--- src/rtl/burst_addr_gen.sv ---
module burst_addr_gen #(
  parameter int ADDR_W = 16
) (
  input  logic              clk,
  input  logic              rst_n,
  input  logic [ADDR_W-1:0] ext_addr,
  input  logic              load_n,
  input  logic              count_n,
  input  logic              clear_n,
  output logic [ADDR_W-1:0] mem_addr
);

  localparam logic [ADDR_W-1:0] TOP_ADDR = {ADDR_W{1'b1}};

  logic [ADDR_W-1:0] cnt_q;
  logic [ADDR_W-1:0] cnt_d;
  logic              do_clear, do_load, do_inc;

  assign do_clear = ~clear_n;
  assign do_load  = clear_n & ~load_n;
  assign do_inc   = clear_n & load_n & ~count_n;

  always_comb begin
    cnt_d = cnt_q;
    if (do_clear)    cnt_d = '0;
    else if (do_load) cnt_d = ext_addr;
    else if (do_inc)  cnt_d = cnt_q + 1'b1;
  end

  always_ff @(posedge clk or negedge rst_n)
    if (!rst_n) cnt_q <= '0;
    else        cnt_q <= cnt_d;

  assign mem_addr = cnt_q;

  p_clear_r2: assert property (@(posedge clk) disable iff (!rst_n)
    !clear_n |=> mem_addr == '0);

  p_load_r3: assert property (@(posedge clk) disable iff (!rst_n)
    (clear_n && !load_n) |=> mem_addr == $past(ext_addr));

  p_inc_r4: assert property (@(posedge clk) disable iff (!rst_n)
    (clear_n && load_n && !count_n) |=> mem_addr == ADDR_W'($past(mem_addr) + 1'b1));

  p_wrap_r5: assert property (@(posedge clk) disable iff (!rst_n)
    (clear_n && load_n && !count_n && mem_addr == TOP_ADDR) |=> mem_addr == '0);

  p_hold_r6: assert property (@(posedge clk) disable iff (!rst_n)
    (clear_n && load_n && count_n) |=> $stable(mem_addr));

endmodule

--- config.mk ---
export PLATFORM = sky130hd
export DESIGN_NAME = burst_addr_gen
export DESIGN_NICKNAME = d
export VERILOG_FILES = /design/src/rtl/burst_addr_gen.sv
export SDC_FILE = /design/constraint.sdc
export NUM_CORES = 1
export LEC_CHECK = 0
export ABC_AREA = 1
export CAP_MARGIN = 20
export CORE_ASPECT_RATIO = 0.7
export CORE_MARGIN = 2
export CORE_UTILIZATION = 50
export DETAILED_ROUTE_END_ITERATION = 16
export HOLD_SLACK_MARGIN = 0.15
export PLACE_DENSITY = 0.88
export SLEW_MARGIN = 0
export SYNTH_ARGS = -nofsm -noshare
export SYNTH_HDL_FRONTEND = slang
export SYNTH_SLANG_ARGS = --single-unit
export TNS_END_PERCENT = 1
--- constraint.sdc ---
create_clock -name clk -period 2.8 [get_ports clk]
set_clock_uncertainty 0.15 [all_clocks]
set_input_delay 0.28 -clock clk [delete_from_list [all_inputs] [get_ports clk]]
set_output_delay 0.28 -clock clk [all_outputs]
set_load 0.05 [all_outputs]
==> flow_summary_export.csv <==
group,metric,value,unit
run_status,status,"finished, final reports clean",
power_and_ir_drop,leakage,0.756,nW
synth,netlist_area,1210,µm²
power_and_ir_drop,power_frac_seq,42.3,%
critical_path,crit_type,"flip-flop to output pin",
critical_path,arrival,1.68,ns
worst_hold_path,hp-class,"input port to async pin",
synth,syn-instance-count,192,
critical_path,start_kind,"flip-flop",
power_and_ir_drop,ir_drop,0.000357,V
synth,ys_async_sr_fraction,100,%
detailed_routing,dr.first_iter.drc_count,104,
detailed_routing,vias,1343,
critical_path,crit_slowest_cell,"clkdlybuf4s50_1",
critical_path,worstPathRequired,2.37,ns
grt,grt_use_total,24.1,%
detailed_routing,wl,3.25,mm
grt,grt-ovfl-total,0,
timing,fmax,473,MHz
floorplanning,ios,37,
clock_tree,numCtsBuffers,3,
place,dp_hpwl,2.37,mm
critical_path,cp-end-kind,"output pin",
floorplanning,die_w,62.8,µm
synth,avgSynthCellArea,6.30,µm²
timing,tightest_slew,0.796,ns
place,dp_slack,0.775,ns
timing,finalCritPeriodShare,75.5,%
synth,synth_top_cells_by_count,"nand2_1, nor2_1, inv_1, dfrtp_1, nand3_1",
grt,antenna_found_initial,0,
timing,slew_violations,0,
critical_path,crit_buf_inv,1,
timing,finalSetupViolCount,0,
detailed_routing,drtAntennaViolNets,0,
synth,synth_most_common_cell,"nand2_1",
clock_tree,clk_pin_slew,0.12,ns
timing,slew_headroom,46.8,%
timing,tns,0,ns
cells_and_area,drive_above_1_share,9.21,%
power_and_ir_drop,p_sw,0.000245,W
cells_and_area,final_nets,251,
critical_path,path_max_fanout,6,
place,routabilityCongestion,0.840,
clock_tree,clock_latency,0.31,ns
clock_tree,postCtsSetupRepairBufs,0,
timing,rsz0062_at_grt,"false",
floorplanning,design.die.area,2830,µm²
floorplanning,initial_utilization,54.3,%
detailed_routing,wl_per_cell,12.5,µm
detailed_routing,drc,0,
power_and_ir_drop,pwr_density_cell,405,nW/µm²
floorplanning,coreArea,2220,µm²
power_and_ir_drop,pwr-share-clk,25.4,%
timing,min_period,2.11,ns
floorplanning,die_height,45.1,µm
timing,setup_slack,0.685,ns
synth,netlist.area_leader.share,33.1,%
critical_path,cp_top_family,"buffers and inverters",
cells_and_area,syn_to_final_growth,33.7,%
timing,finalHoldViolations,0,
job,drv_cap,0,
detailed_routing,post_drt_via_cell_ratio,5.17,
cells_and_area,num_antenna_cells,0,
clock_tree,clockRootBuffer,"clkbuf_4",
synth,ys.flop_type,"dfrtp_1",
clock_tree,cts_sinks,16,
synth,synth_edf_count,0,
synth,yosys_warnings,0,
clock_tree,cts_tree,"done",
synth,yosys.area.top_type,"dfrtp_1",
clock_tree,cts_htree_levels,1,
floorplanning,rows,14,
critical_path,cp_slowest_stage_delay,0.86,ns
synth,seq_area_frac_synth,33.1,%
place,portBuffers,36,
grt,grt_pass1_wl,5.29,mm
power_and_ir_drop,internal-power,0.000409,W
grt,grt_max_degree,17,
synth,synth_cell_type_count,21,
detailed_routing,dr.pass1.iters,4,
power_and_ir_drop,p_comb_share,32.3,%
power_and_ir_drop,switching_share,37.5,%
critical_path,crit_path_cell_trace,"clkdlybuf4s50_1",
cells_and_area,largest_register_ffs,16,
clock_tree,cts_resized,0,
clock_tree,cts_hold_buf,0,
synth,ys_ff_latch,16,
grt,grt_pass1_vias,1158,
synth,synth.net_count,214,
clock_tree,cts_buffer_depth,2,
synth,synth_area_leaders,"dfrtp_1, nand2_1, nor2_1",
-- cell usage in the layout, fill, tap and decap left out --
cell type,n
buf_4,1
clkbuf_4,3
clkbuf_8,1
clkdlybuf4s50_1,36
dfrtp_1,16
ha_1,1
inv_1,19
inv_2,3
nand2_1,57
nand2_2,4
nand2_4,1
nand3_1,15
nand3_2,2
nand3_4,1
nand4_1,2
nor2_1,41
nor2_2,4
o21ai_0,11
o21ai_1,5
o22ai_1,2
o31ai_2,1
xor2_1,2
-- power by group through the flow --
stage / clock [W] / sequential (W) / combinational, W
detailed placement: 0 / 0.000281 / 0.000211
finish: 0.000167 / 0.000277 / 0.000211
global placement: 0 / 0.000279 / 0.000207
floorplan: 0 / 0.000336 / 0.0000687
CTS: 0.000164 / 0.000276 / 0.000212
global route: 0.000175 / 0.000280 / 0.000227
-- path summary, 6_finish.rpt --
path / start / cells past startpoint / slack, ns / end
setup reg to reg: mem_addr[1] / 8 / 1.16 / mem_addr[14]
min in group clk: mem_addr[15] / 2 / 0.40 / mem_addr[15]
hold / removal: rst_n / 1 / 0.27 / mem_addr[4]
hold reg to reg: mem_addr[15] / 2 / 0.40 / mem_addr[15]
setup / recovery: mem_addr[2] / 1 / 0.69 / mem_addr[2]
max in group asynchronous: rst_n / 1 / 1.72 / mem_addr[9]
-- layout make-up --
cell class	instances	area [µm²]
Timing Repair Buffer	37	368
Clock buffer	4	36.3
Sequential cell	16	400
Multi-Input combinational cell	149	689
Tap cell	32	40.0
Inverter	22	82.6
Fill cell	194	608
-- per-stage QoR --
| step | total power (W) | std cells | hold WS, ns | instance area, µm² | utilization (%) |
|---|---|---|---|---|---|
| 5_1_grt | 0.000682 | 260 | 0.338 | 1620 | 72.7 |
| 4_1_cts | 0.000652 | 260 | 0.306 | 1620 | 72.7 |
| 6_report | 0.000655 | 260 | 0.271 | 1620 | 72.7 |
| 2_1_floorplan | 0.000405 | 192 | -0.166 | 1210 | - |
| 3_3_place_gp | 0.000486 | 256 | 0.370 | 1580 | 71.0 |
| 3_5_place_dp | 0.000492 | 256 | 0.376 | 1580 | 71.0 |
-- logic make-up (layout without fill, tap and decap cells) --
kind of cell / count (synthesis) / in the layout / synth area share [%]
and+or+nand+nor: 127 / 127 / 45.9
AOI/OAI and AO/OA: 19 / 19 / 8.69
adders and majority gates: 1 / 1 / 1.04
xor gates and xnor gates: 2 / 2 / 1.45
buffers and inverters: 27 / 63 / 9.83
DFF: 16 / 16 / 33.1
-- per-layer routing --
| metal | GRT usage (%) | part of all wire (%) | vias to the layer above |
|---|---|---|---|
| met5 | 0 | 0 | - |
| met4 | 3.56 | 0.31 | 0 |
| met3 | 6.48 | 9.5 | 2 |
| met2 | 41.9 | 45 | 55 |
| met1 | 31.4 | 45 | 619 |
| li1 | - | - | 667 |
(Power assumes the default switching activity.)
